===== src/rtl/vps_pkg.sv =====
// Package: shared lane-code and frame-format encodings for the staging controller.
// Assumes: lane codes are the 2-bit values decoded by the downstream transmitter.
package vps_pkg;
    typedef enum logic [1:0] {
        LANE_ONE  = 2'b00,
        LANE_TWO  = 2'b01,
        LANE_BAD  = 2'b10,
        LANE_FOUR = 2'b11
    } lane_code_t;

    typedef enum logic {
        FMT_GENERAL  = 1'b0,
        FMT_ACCURATE = 1'b1
    } frame_fmt_t;

    // Returns 1 when a lane code may be forwarded.
    function automatic logic lane_code_ok(input logic [1:0] code);
        return code != LANE_BAD;
    endfunction
endpackage


===== src/rtl/vps_window_stage.sv =====
// Module: shadow register for a setting whose update window is "sync low".
// A request is captured into a pending slot and moved to the output at the
// first edge where the forwarded sync is low before that edge. upd_o tells the
// sync gate that the output changes at this edge.
// Assumes: sync_i is the forwarded (registered) sync level of the same clock.
module vps_window_stage #(
    parameter int            W    = 8,
    parameter logic [W-1:0]  INIT = '0
) (
    input  logic         clk,
    input  logic         rst_n,
    input  logic         wr_i,
    input  logic [W-1:0] req_i,
    input  logic         sync_i,
    output logic [W-1:0] val_o,
    output logic         upd_o
);
    logic [W-1:0] pend_q;
    logic         pend_v_q;

    // Window open and something waiting: the output moves at this edge.
    assign upd_o = pend_v_q & ~sync_i;

    // Pending slot capture and application to the output.
    always_ff @(posedge clk) begin
        if (!rst_n) begin
            val_o    <= INIT;
            pend_q   <= INIT;
            pend_v_q <= 1'b0;
        end else begin
            if (upd_o) val_o <= pend_q;
            if (wr_i) begin
                pend_q   <= req_i;
                pend_v_q <= 1'b1;
            end else if (upd_o) begin
                pend_v_q <= 1'b0;
            end
        end
    end

    // the value moves only while the forwarded sync is low on both sides of the edge

    win_closed_chk: assert property (@(posedge clk) disable iff (!rst_n)
        !$stable(val_o) |-> (!sync_i && !$past(sync_i)));
endmodule


===== src/rtl/vps_sync_gate.sv =====
// Module: forwards one sync level through a register and defers its rising
// edge by one clock when the settings it guards change at that same edge.
// Falling edges pass straight through.
// Assumes: hold_i is the update strobe of the matching window stage.
module vps_sync_gate (
    input  logic clk,
    input  logic rst_n,
    input  logic sync_i,
    input  logic hold_i,
    output logic sync_o
);
    logic defer_q;
    logic want_rise;

    // A rise is due when the output is low and either the input or a deferral asks for it.
    assign want_rise = ~sync_o & (sync_i | defer_q);

    // Sync register with one-cycle deferral of rising edges.
    always_ff @(posedge clk) begin
        if (!rst_n) begin
            sync_o  <= 1'b0;
            defer_q <= 1'b0;
        end else if (want_rise && hold_i) begin
            sync_o  <= 1'b0;
            defer_q <= 1'b1;
        end else if (want_rise) begin
            sync_o  <= 1'b1;
            defer_q <= 1'b0;
        end else begin
            sync_o  <= sync_i;
            defer_q <= 1'b0;
        end
    end


    defer_fires_chk: assert property (@(posedge clk) disable iff (!rst_n)
        (defer_q && !hold_i) |=> sync_o);

    no_rise_on_hold_chk: assert property (@(posedge clk) disable iff (!rst_n)
        $rose(sync_o) |-> !$past(hold_i));
endmodule


===== src/rtl/vps_reset_seq.sv =====
// Module: drives the paired active-low resets. A configuration event pulls
// both low; a controller event pulls only the controller reset low. Any
// event reloads the hold counter; both release in the same cycle.
// Assumes: HOLD >= 2 so the configuration value lands while reset is held.
module vps_reset_seq #(
    parameter int HOLD = 4
) (
    input  logic clk,
    input  logic rst_n,
    input  logic cfg_ev_i,
    input  logic ctl_ev_i,
    output logic phy_rst_n_o,
    output logic ctl_rst_n_o,
    output logic apply_o
);
    localparam int HOLD_EFF = (HOLD < 2) ? 2 : HOLD;
    localparam int CNT_W    = $clog2(HOLD_EFF);

    logic             phy_low_q;
    logic             ctl_low_q;
    logic [CNT_W-1:0] cnt_q;

    assign phy_rst_n_o = ~phy_low_q;
    assign ctl_rst_n_o = ~ctl_low_q;

    // Reset hold state machine with reloadable counter.
    always_ff @(posedge clk) begin
        if (!rst_n) begin
            phy_low_q <= 1'b1;
            ctl_low_q <= 1'b1;
            cnt_q     <= CNT_W'(HOLD_EFF - 1);
            apply_o   <= 1'b0;
        end else begin
            apply_o <= cfg_ev_i;
            if (cfg_ev_i) begin
                phy_low_q <= 1'b1;
                ctl_low_q <= 1'b1;
                cnt_q     <= CNT_W'(HOLD_EFF - 1);
            end else if (ctl_ev_i) begin
                ctl_low_q <= 1'b1;
                cnt_q     <= CNT_W'(HOLD_EFF - 1);
            end else if (ctl_low_q) begin
                if (cnt_q == '0) begin
                    phy_low_q <= 1'b0;
                    ctl_low_q <= 1'b0;
                end else begin
                    cnt_q <= cnt_q - 1'b1;
                end
            end
        end
    end


    phy_implies_ctl_chk: assert property (@(posedge clk) disable iff (!rst_n)
        !phy_rst_n_o |-> !ctl_rst_n_o);

    joint_release_chk: assert property (@(posedge clk) disable iff (!rst_n)
        $rose(phy_rst_n_o) |-> $rose(ctl_rst_n_o));
endmodule


===== src/rtl/vps_cfg_stage.sv =====
// Module: shadow registers for lane count and frame format. Legal requests
// raise cfg_ev_o; the pending values move to the outputs on apply_i, which
// the reset sequencer raises one edge later while reset is held. An illegal
// lane code is dropped and flagged for one cycle.
// Assumes: apply_i comes from vps_reset_seq.
module vps_cfg_stage
    import vps_pkg::*;
#(
    parameter logic [1:0] LANES_INIT = LANE_FOUR
) (
    input  logic       clk,
    input  logic       rst_n,
    input  logic       lanes_wr_i,
    input  logic [1:0] lanes_req_i,
    input  logic       fmode_wr_i,
    input  logic       fmode_req_i,
    input  logic       apply_i,
    output logic       cfg_ev_o,
    output logic [1:0] lanes_o,
    output logic       fmode_o,
    output logic       err_o
);
    logic [1:0] lanes_pend_q;
    logic       fmode_pend_q;
    logic       lanes_ok;

    assign lanes_ok = lanes_wr_i & lane_code_ok(lanes_req_i);
    assign cfg_ev_o = lanes_ok | fmode_wr_i;

    // Pending capture, application under reset, and rejection flag.
    always_ff @(posedge clk) begin
        if (!rst_n) begin
            lanes_o      <= LANES_INIT;
            lanes_pend_q <= LANES_INIT;
            fmode_o      <= FMT_GENERAL;
            fmode_pend_q <= FMT_GENERAL;
            err_o        <= 1'b0;
        end else begin
            err_o <= lanes_wr_i & ~lane_code_ok(lanes_req_i);
            if (apply_i) begin
                lanes_o <= lanes_pend_q;
                fmode_o <= fmode_pend_q;
            end
            if (lanes_ok)   lanes_pend_q <= lanes_req_i;
            if (fmode_wr_i) fmode_pend_q <= fmode_req_i;
        end
    end


    no_bad_code_chk: assert property (@(posedge clk) disable iff (!rst_n)
        lanes_o != LANE_BAD);
endmodule


===== src/rtl/vid_param_stager.sv =====
// Module: top of the video parameter staging controller. Forwards syncs,
// valid and pixel data with one register stage and applies each requested
// setting only inside its legal window.
// Assumes: all inputs are synchronous to clk; rst_n is synchronous, active low.
module vid_param_stager
    import vps_pkg::*;
#(
    parameter int                DATA_W    = 64,
    parameter int                HRES_W    = 16,
    parameter int                VC_W      = 2,
    parameter int                DT_W      = 6,
    parameter int                RST_HOLD  = 4,
    parameter logic [HRES_W-1:0] HRES_INIT = 16'd1920,
    parameter logic [DT_W-1:0]   DT_INIT   = 6'h2A
) (
    input  logic              clk,
    input  logic              rst_n,
    input  logic              vsync_in,
    input  logic              hsync_in,
    input  logic              valid_in,
    input  logic [DATA_W-1:0] data_in,
    input  logic              vid_wr,
    input  logic [HRES_W-1:0] hres_req,
    input  logic [VC_W-1:0]   vc_req,
    input  logic              dt_wr,
    input  logic [DT_W-1:0]   dt_req,
    input  logic              lanes_wr,
    input  logic [1:0]        lanes_req,
    input  logic              fmode_wr,
    input  logic              fmode_req,
    input  logic              ctl_rst_req,
    output logic              vsync_o,
    output logic              hsync_o,
    output logic              valid_o,
    output logic [DATA_W-1:0] data_o,
    output logic [HRES_W-1:0] hres_o,
    output logic [VC_W-1:0]   vc_o,
    output logic [DT_W-1:0]   dt_o,
    output logic [1:0]        lanes_o,
    output logic              fmode_o,
    output logic              phy_rst_n_o,
    output logic              ctl_rst_n_o,
    output logic              lane_err_o
);
    localparam int                     FW_W     = HRES_W + VC_W;
    localparam logic [FW_W-1:0]        FW_INIT  = {HRES_INIT, {VC_W{1'b0}}};

    logic [FW_W-1:0] frame_val;
    logic            frame_upd;
    logic            line_upd;
    logic            cfg_ev;
    logic            cfg_apply;

    // Frame-window settings: line width and virtual channel share one window.
    vps_window_stage #(.W(FW_W), .INIT(FW_INIT)) u_frame_stage (
        .clk   (clk),
        .rst_n (rst_n),
        .wr_i  (vid_wr),
        .req_i ({hres_req, vc_req}),
        .sync_i(vsync_o),
        .val_o (frame_val),
        .upd_o (frame_upd)
    );
    assign hres_o = frame_val[FW_W-1:VC_W];
    assign vc_o   = frame_val[VC_W-1:0];

    // Line-window setting: data type.
    vps_window_stage #(.W(DT_W), .INIT(DT_INIT)) u_line_stage (
        .clk   (clk),
        .rst_n (rst_n),
        .wr_i  (dt_wr),
        .req_i (dt_req),
        .sync_i(hsync_o),
        .val_o (dt_o),
        .upd_o (line_upd)
    );

    vps_sync_gate u_vsync_gate (
        .clk   (clk),
        .rst_n (rst_n),
        .sync_i(vsync_in),
        .hold_i(frame_upd),
        .sync_o(vsync_o)
    );

    vps_sync_gate u_hsync_gate (
        .clk   (clk),
        .rst_n (rst_n),
        .sync_i(hsync_in),
        .hold_i(line_upd),
        .sync_o(hsync_o)
    );

    vps_cfg_stage #(.LANES_INIT(LANE_FOUR)) u_cfg_stage (
        .clk        (clk),
        .rst_n      (rst_n),
        .lanes_wr_i (lanes_wr),
        .lanes_req_i(lanes_req),
        .fmode_wr_i (fmode_wr),
        .fmode_req_i(fmode_req),
        .apply_i    (cfg_apply),
        .cfg_ev_o   (cfg_ev),
        .lanes_o    (lanes_o),
        .fmode_o    (fmode_o),
        .err_o      (lane_err_o)
    );

    vps_reset_seq #(.HOLD(RST_HOLD)) u_reset_seq (
        .clk        (clk),
        .rst_n      (rst_n),
        .cfg_ev_i   (cfg_ev),
        .ctl_ev_i   (ctl_rst_req),
        .phy_rst_n_o(phy_rst_n_o),
        .ctl_rst_n_o(ctl_rst_n_o),
        .apply_o    (cfg_apply)
    );

    // Pixel path: one register stage for qualifier and word.
    always_ff @(posedge clk) begin
        if (!rst_n) begin
            valid_o <= 1'b0;
            data_o  <= '0;
        end else begin
            valid_o <= valid_in;
            data_o  <= data_in;
        end
    end


    lanes_under_reset_chk: assert property (@(posedge clk) disable iff (!rst_n)
        (!$stable(lanes_o) || !$stable(fmode_o)) |->
            (!phy_rst_n_o && !ctl_rst_n_o && !$past(phy_rst_n_o)));

    pixel_fwd_chk: assert property (@(posedge clk) disable iff (!rst_n)
        $past(rst_n) |-> (valid_o == $past(valid_in)));
endmodule


===== config.mk =====
export PLATFORM = sky130hd
export DESIGN_NAME = vid_param_stager
export DESIGN_NICKNAME = d
export VERILOG_FILES = /design/src/rtl/vps_pkg.sv /design/src/rtl/vps_window_stage.sv /design/src/rtl/vps_sync_gate.sv /design/src/rtl/vps_reset_seq.sv /design/src/rtl/vps_cfg_stage.sv /design/src/rtl/vid_param_stager.sv
export SDC_FILE = /design/constraint.sdc
export NUM_CORES = 1
export LEC_CHECK = 0
export ABC_AREA = 0
export BUFFER_PORTS_ARGS = -buffer_cell sky130_fd_sc_hd__buf_2
export CORE_ASPECT_RATIO = 0.8
export CORE_UTILIZATION = 45
export DETAILED_ROUTE_END_ITERATION = 7
export HOLD_SLACK_MARGIN = 0.02
export PLACE_DENSITY = 0.78
export SYNTH_ARGS = -nofsm -noshare
export SYNTH_HDL_FRONTEND = slang
export SYNTH_SLANG_ARGS = --single-unit

===== constraint.sdc =====
create_clock -name clk -period 2.2 [get_ports clk]
set_input_delay 0.11 -clock clk [delete_from_list [all_inputs] [get_ports clk]]
set_output_delay 0.11 -clock clk [all_outputs]
set_load 0.005 [all_outputs]

After elaboration in Yosys (flattened, before gate mapping)
Index checks and enable logic that the tools add are counted.
{ "word_totals": {"out_inout_bits": 97, "in_bits": 101, "word_cells": 61, "regBits": 131} }
{ "classes": {"add_sub_neg": 1, "bitwise_logic": 17, "n_reduce_logical": 11, "muxes": 10, "n_eq_ne": 1} }
{ "op_table": {"columns": ["cell", "count"], "rows": [
  ["2-to-1 mux 1 bit", 10],
  ["inverter 1 bit", 8],
  ["AND 1 bit", 6],
  ["OR reduction 2 bit", 3],
  ["nonzero test 2 bit", 2],
  ["bitwise OR 1 bit", 3],
  ["AND reduction 3 bit", 1],
  ["OR reduction 3 bit", 1],
  ["logical AND 1 bit", 2],
  ["logical NOT 2 bit", 1],
  ["inequality test 2 bit (second input constant)", 1],
  ["AND reduction 2 bit", 1],
  ["subtractor 2 x 1 -> 2 bit (second input constant)", 1]
]} }

Longest topological paths before layout
Gate-level depths: netlist (run 1).
{ "depth": {"word_depth": 4, "mapped_depth": 5, "mapped_depth_nobuf": 5} }

Cells and area by module
Synthesis (run 1) repeated with hierarchy kept, for this count alone.
{ "hier_totals": {"hier_cells": 387, "area_unflattened_um2": 4364.2} }
{ "modules_own_cells": {"columns": ["mod", "area_per_inst_um2", "seq_area_each_um2", "instances", "cells_each"], "rows": [
  ["vid_param_stager", 1780.5, 1301.2, 1, 137],
  ["vps_window_stage at u_frame_stage", 1453.9, 740.7, 1, 140],
  ["vps_window_stage at u_line_stage", 513.0, 260.2, 1, 50],
  ["vps_cfg_stage", 252.7, 140.1, 1, 25],
  ["vps_reset_seq", 203.9, 100.1, 1, 21],
  ["vps_sync_gate", 80.1, 40.0, 2, 7]
]} }

Worst setup path after synthesis (run 1)
OpenSTA, ideal clock, no wires.
{ "synth_path": {"path_type": "flip-flop to flip-flop", "startpoint": "register u_reset_seq.cnt_q[0]", "endpoint": "register u_reset_seq.cnt_q[0]", "stages_incl_launch_ff": 6, "arrival_time_ns": 0.916, "period_less_slack_ns": 1.046, "t_required_ns": 2.070, "setup_slack_ns": 1.154, "path_buffers": 0, "setup_time_ns": 0.130, "path_cell_list": "dfxtp_1 -> inv_1 -> ha_1 -> nand2b_1 -> xnor2_1 -> nand2_1"} }
{ "synth_via": {"elab_chain_len": 3, "word_cells_on_any_way": 4, "classes_between": "add/sub: 1; bitwise: 1; reduce/logical: 2"} }
{ "synth_rtl": {"columns": ["item", "line", "text"], "rows": [
  ["start, declared", "vps_reset_seq.sv:21", "logic [CNT_W-1:0] cnt_q;"],
  ["start signal, assigned", "vps_reset_seq.sv:31", "cnt_q <= CNT_W'(HOLD_EFF - 1);"],
  ["start signal, assigned", "vps_reset_seq.sv:38", "cnt_q <= CNT_W'(HOLD_EFF - 1);"],
  ["start signal, assigned", "vps_reset_seq.sv:41", "cnt_q <= CNT_W'(HOLD_EFF - 1);"],
  ["parallel branches: the longest is 3 deep, another holds subtractor 2 x 1 -> 2 bit", null, null]
]} }
Several ways; the timed one is not identified.
A chain may end at the register's enable or synchronous reset.

Final worst setup path (run 1)
{ "layout_path": {"startpoint": "input lanes_req[0]", "endpoint": "register u_cfg_stage.lanes_pend_q[0]"} }
{ "layout_via": {"elab_chain_len": 2} }
{ "layout_rtl": {"columns": ["item", "line", "text"], "rows": [
  ["start, declared", "vid_param_stager.sv:28", "input logic [1:0] lanes_req,"],
  ["inequality test 2 bit", "vps_pkg.sv:18", "return code != LANE_BAD;"],
  ["AND 1 bit", "vps_cfg_stage.sv:27", "assign lanes_ok = lanes_wr_i & lane_code_ok(lanes_req_i);"],
  ["end signal, assigned", "vps_cfg_stage.sv:44", "if (lanes_ok) lanes_pend_q <= lanes_req_i;"],
  ["end, declared", "vps_cfg_stage.sv:23", "logic [1:0] lanes_pend_q;"]
]} }
Parallel ways exist; a longest one is shown, timed or not.

==> flow_summary.ini, run 1 <==
[finish]
nets = 790
diodes = 0
mostFrequentLayoutCells = 197 x buf_2, 131 x dfxtp_1, 100 x dlygate4sd3_1, 65 x and2_1, 62 x nand2_1
layout_commonest_cell = buf_2
layout-drive-gt1-share_pct = 33.5
syn2layout_area_growth_pct = 63.8
fillCellCount = 518

[timing]
fmax_ghz = 0.565
tns_ns = 0
rsz0062_at_grt = no
finalCriticalPeriod_ns = 1.77
max-slew-margin-rel_pct = 54.1
whs_ns = 0.0630
skew_ns = 0.00728
tightest_slew_ns = 0.689
finalSetupViolations = 0
finalMaxSlewViolations = 0
post-route-period-util_pct = 80.4
final.setup.worst_slack_ns = 0.431
final-hold-violation-count = 0

[cts]
cts_tree = built
cts_resized = 0
numClockSinks = 131
cts_htree_levels = 4
cts_hold_buf = 100
clkLatencyLatePin_ns = 0.40
clk_pin_slew_worst_paths_ns = 0.06
cts_setup_buffers = 0
clockBufferDepth = 2
clockRootBuffer = clkbuf_16
cts_made_buffers = 17

[yosys]
synth_nets = 492
yosysTopAreaCell = dfxtp_1
synth_top_area_share_pct = 64.0
synth_compound_area_share_pct = 4.40
synth_top_family_by_area = simple AND/OR/NAND/NOR gates
synth_seq_area_share_pct = 64.0
synth.area.top_cells = dfxtp_1 64%, and2_1 9.9%, mux2i_1 6.8%
synth_cells = 390
ys_seq_elements = 131
yosys.area_share.simple_pct = 20.5
muxShareOfSynthArea_pct = 6.84
synth_xor_xnor_area_share_pct = 0.214
synth_warnings = 0
syn_area_um2 = 4100
ys_types = 23
syn_area_per_cell_um2 = 10.5
synth_adder_area_share_pct = 0.306

[floorplan]
die_w_um = 109
core_area_um2 = 8670
initial_core_util_pct = 47.2
die_h_um = 87.3
dieArea_um2 = 9490
row_count = 30
io_pins = 198

[pwr]
p_sw_share_pct = 22.8
p_clk_share_pct = 46.9
internal-power_uw = 4490
p_total_uw = 5820
seq_power_share_pct = 43.7
max-vdd-ir-drop_v = 0.000761
p_sw_uw = 1330
p_comb_share_pct = 9.4
leakage_uw = 0.00326
power_density_nw_per_um2 = 868

[route]
first_iter_violations = 195
vias = 3765
wirelength_um = 12000
wl_per_cell_um = 14.8
drc = 0
drtPass1Iterations = 4
drtAntennaViolNets = 0
viasPerCell = 4.63

[setup_path]
setup.worst_path.class = in -> reg
crit_path_end_kind = flip-flop
required_ns = 2.48
start_kind = primary input
worstPathArrival_ns = 2.04
crit_fanout = 3

[global_route]
gr-usage-all-layers_pct = 26.4
grt_max_degree = 87
overflow = 0
grt_pass1_wl_um = 18500
grt_antenna_before_repair = 0
grt_pass1_vias = 3881

[job]
drv_cap = 0

[hold_path]
hold_path.class = in -> reg

[placement]
post-dp-hpwl_um = 6600
post-place-ws_ns = 0.807
finalWeightedCongestion = 0.780
port_buffers = 197

[outcome]
status = completed
-- power by group through the flow --
stage	logic, uW	clock network [uW]	registers, uW
detailed placement	389	0	2590
finish	544	2730	2540
global route	593	2900	2560
floorplan	179	0	2600
CTS	526	2780	2540
global placement	374	0	2590
-- critical path, cell delays in order --
cell	delay, ns
dlygate4sd3_1	0.53
buf_2	0.14
nand2_1	0.05
dlygate4sd3_1	0.54
nand3_1	0.07
dlygate4sd3_1	0.60
-- cells in the mapped netlist --
cell type / count
buf_2: 2
clkbuf_1: 9
xnor2_1: 1
nor2b_1: 2
ha_1: 1
a21oi_1: 23
o21ai_0: 5
nand2b_1: 3
buf_6: 3
nand2_1: 62
buf_4: 4
nand3_1: 9
nand2b_4: 1
nor3_1: 3
o211ai_2: 1
a2111oi_4: 1
clkbuf_2: 3
dfxtp_1: 131
inv_1: 7
and2_1: 65
mux2i_1: 28
inv_2: 1
nor2_1: 25
-- metal layers --
layer  vias up  GRT usage, %  part of all wire [%]
li1       1834             -                     -
met1      1748          26.4                    38
met2       154          47.0                    51
met3        29          11.0                   7.7
met4         0          13.5                   2.8
met5         -             0                     0
-- kinds of logic (layout without fill, tap and decap cells) --
| kind of cell | count (synthesis) | in the layout |
|---|---|---|
| flops | 131 | 131 |
| simple gates | 170 | 170 |
| compound gates | 30 | 30 |
| xor+xnor | 1 | 1 |
| buf+inv | 29 | 340 |
| mux | 28 | 28 |
| fa+ha+maj | 1 | 1 |
-- sequential cells by signal, indices dropped and copies added, names as in the netlist, 2 cells and up --
register and flops:
u_line_stage.val_o 6, u_cfg_stage.lanes_o 2, u_cfg_stage.lanes_pend_q 2, u_frame_stage.pend_q 18
u_reset_seq.cnt_q 2, u_line_stage.pend_q 6, data_o 64, u_frame_stage.val_o 18
-- final cells by class --
class | instances | area (um2) | share of cell area, %
Clock inverter | 14 | 155 | 2.31
Sequential cell | 131 | 2620 | 39.1
Inverter | 8 | 30.0 | 0.448
Tap cell | 112 | 140 | 2.09
Multi-Input combinational cell | 230 | 1320 | 19.7
Clock buffer | 18 | 429 | 6.40
Timing Repair Buffer | 300 | 2010 | 30.0
-- per-stage QoR --
stage,area [um2],std cells,util [%]
after global routing,6710,813,77.3
after CTS,6710,813,77.3
after floorplan,4100,390,-
after global placement,5120,681,59.1
after detailed placement,5120,681,59.1
final,6710,813,77.3
-- path summary, 6_finish.rpt --
path | startpoint | to | slack, ns | depth (start not counted)
max | lanes_req[0] | u_cfg_stage.lanes_pend_q[0]$_SDFFE_PN1P_ | 0.43 | 6
min | lanes_wr | u_reset_seq.phy_low_q$_SDFFE_PP1P_ | 0.06 | 3
max reg2reg | u_frame_stage.pend_v_q$_SDFFE_PN0P_ | u_frame_stage.val_o[0]$_SDFFE_PN0P_ | 0.80 | 4
min reg2reg | u_line_stage.pend_q[2]$_SDFFE_PN0P_ | u_line_stage.val_o[2]$_SDFFE_PN0P_ | 0.45 | 2
Power figures use the tool's default switching activity.
==> inputs of run 2 (changes only) <==
--- a/config.mk
+++ b/config.mk
@@ -8,10 +8,10 @@
 export ABC_AREA = 0
 export BUFFER_PORTS_ARGS = -buffer_cell sky130_fd_sc_hd__buf_2
 export CORE_ASPECT_RATIO = 0.8
-export CORE_UTILIZATION = 45
+export CORE_UTILIZATION = 41
 export DETAILED_ROUTE_END_ITERATION = 7
 export HOLD_SLACK_MARGIN = 0.02
-export PLACE_DENSITY = 0.78
+export PLACE_DENSITY = 0.75
 export SYNTH_ARGS = -nofsm -noshare
 export SYNTH_HDL_FRONTEND = slang
 export SYNTH_SLANG_ARGS = --single-unit
==> constraint.sdc (replaced) <==
create_clock -name clk -period 1.52 [get_ports clk]
set_input_delay 0.076 -clock clk [delete_from_list [all_inputs] [get_ports clk]]
set_output_delay 0.076 -clock clk [all_outputs]
set_load 0.005 [all_outputs]
==> flow_summary.ini, run 2 (same netlist as run 1, synthesis figures left out) <==
[outcome]
status = completed

[finish]
layout-drive-gt1-share_pct = 34.1
largest_reg_flops = 64
stdcell_area_um2 = 6730
top_regs = data_o x64, u_frame_stage.pend_q x18, u_frame_stage.val_o x18
largest_register = data_o
layout_commonest_cell = buf_2
nets = 794
diodes = 0
syn2layout_area_growth_pct = 64.4
mostFrequentLayoutCells = 197 x buf_2, 131 x dfxtp_1, 99 x dlygate4sd3_1, 65 x and2_1, 62 x nand2_1

[cts]
cts_htree_levels = 4
cts_made_buffers = 17
cts_resized = 0
clockBufferDepth = 2
clk_pin_slew_worst_paths_ns = 0.06
clkLatencyLatePin_ns = 0.40
clockRootBuffer = clkbuf_16
numClockSinks = 131
cts_setup_buffers = 0
cts_tree = built

[hold_path]
min_path_cells = 3
hold_path.class = in -> reg
holdCritStartpoint = dt_wr
holdPathEnd = u_line_stage.pend_v_q$_SDFFE_PN0P_

[floorplan]
row_count = 32
dieArea_um2 = 10400
io_pins = 198
die_h_um = 91.4
initial_core_util_pct = 42.3
core_area_um2 = 9690
die_w_um = 114

[setup_path]
crit_fanout = 5
rr_endpoint = u_reset_seq.cnt_q[1]$_SDFFE_PP1P_
setup.worst_path.class = in -> reg
crit_buf_inv = 3
rr_worst_depth = 5
cp_cell_sequence = dlygate4sd3_1, buf_2, nand2_1, dlygate4sd3_1, nand3_1
r2r_slack_ns = 0.35
crit_path_end_kind = flip-flop
worstPathArrival_ns = 1.50
start_kind = primary input
critPathTopFamily = buffers and inverters
r2r_start = u_reset_seq.cnt_q[0]$_SDFFE_PP1P_
required_ns = 1.79
crit_path_top_delay_cell = dlygate4sd3_1
slowest_delay_ns = 0.56
cp_common_cell = dlygate4sd3_1

[timing]
finalCriticalPeriod_ns = 1.23
skew_ns = 0.00801
finalMaxSlewViolations = 0
max-slew-margin-rel_pct = 60.4
post-route-period-util_pct = 80.6
rsz0062_at_grt = no
tns_ns = 0
whs_ns = 0.0593
tightest_slew_ns = 0.595
final-hold-violation-count = 0
finalSetupViolations = 0
fmax_ghz = 0.816

[global_route]
grt_max_degree = 57
grt_pass1_vias = 3959
gr-usage-all-layers_pct = 24.5
grt_pass1_wl_um = 19300
overflow = 0
grt_antenna_before_repair = 0

[pwr]
max-vdd-ir-drop_v = 0.000916
leakage_uw = 0.00326
p_total_uw = 8220
power_density_nw_per_um2 = 1220

[route]
drtPass1Iterations = 4
wl_per_cell_um = 14.3
vias = 3727
drc = 0
viasPerCell = 4.44
drtAntennaViolNets = 0
wirelength_um = 12000
first_iter_violations = 152

[placement]
port_buffers = 197
finalWeightedCongestion = 0.737
post-dp-hpwl_um = 6850
placed_area_um2 = 5190

[job]
drv_cap = 0
[run 2: report_power, final]
| group | internal [uW] | leakage (uW) | total (uW) | switching, uW |
|---|---|---|---|---|
| sequential | 3610 | 0.00108 | 3680 | 70.8 |
| clock | 2280 | 0.000268 | 3740 | 1470 |
| combinational | 468 | 0.00191 | 801 | 332 |
[run 2: repair_timing]
item | 4_1_cts | 5_1_grt
hold buffers | 99 | 0
hold endpoints to repair | 107 | 0
endpoints found under the setup margin | 0 | 0
[run 2: worst max path at each step]
stage / startpoint / end / slack (ns) / cells past startpoint
final: lanes_wr / u_cfg_stage.lanes_pend_q[0]$_SDFFE_PN1P_ / 0.29 / 5
after global routing: u_reset_seq.cnt_q[0]$_SDFFE_PP1P_ / u_reset_seq.cnt_q[0]$_SDFFE_PP1P_ / 0.25 / 5
after CTS: lanes_req[0] / u_reset_seq.cnt_q[1]$_SDFFE_PP1P_ / 0.33 / 5
after detailed placement: u_reset_seq.cnt_q[0]$_SDFFE_PP1P_ / u_reset_seq.cnt_q[1]$_SDFFE_PP1P_ / 0.37 / 5
after global placement: u_reset_seq.cnt_q[0]$_SDFFE_PP1P_ / u_reset_seq.cnt_q[0]$_SDFFE_PP1P_ / 0.43 / 5
after floorplan: u_reset_seq.cnt_q[0]$_SDFFE_PP1P_ / u_reset_seq.cnt_q[0]$_SDFFE_PP1P_ / 0.47 / 5
[run 2: cell type report]
cell class | instances | area (um2)
tap | 136 | 170
timing repair buffer | 304 | 2040
fill | 705 | 2960
clock inverter | 13 | 113
inverter | 8 | 30.0
clock buffer | 18 | 439
multi-input combinational | 230 | 1320
sequential | 131 | 2620
[run 2: through the flow]
step	utilization, %	setup slack, ns	std cells
4_1_cts	69.5	0.329	840
6_report	69.5	0.294	840
2_1_floorplan	-	0.474	390
3_5_place_dp	53.6	0.370	710
3_3_place_gp	53.6	0.429	710
5_1_grt	69.5	0.254	840
[run 2: worst min-delay path, cell delays in order]
cell     delay, ns
buf_2         0.21
a21oi_1       0.06
nor2_1        0.07
[run 2: per-layer routing]
layer / track usage (%) / vias up / routed length [um]
met3: 9.01 / 20 / 823
met2: 44.1 / 146 / 6260
met5: 0 / - / 0
li1: - / 1842 / -
met4: 9.87 / 0 / 242
met1: 25.6 / 1719 / 4670
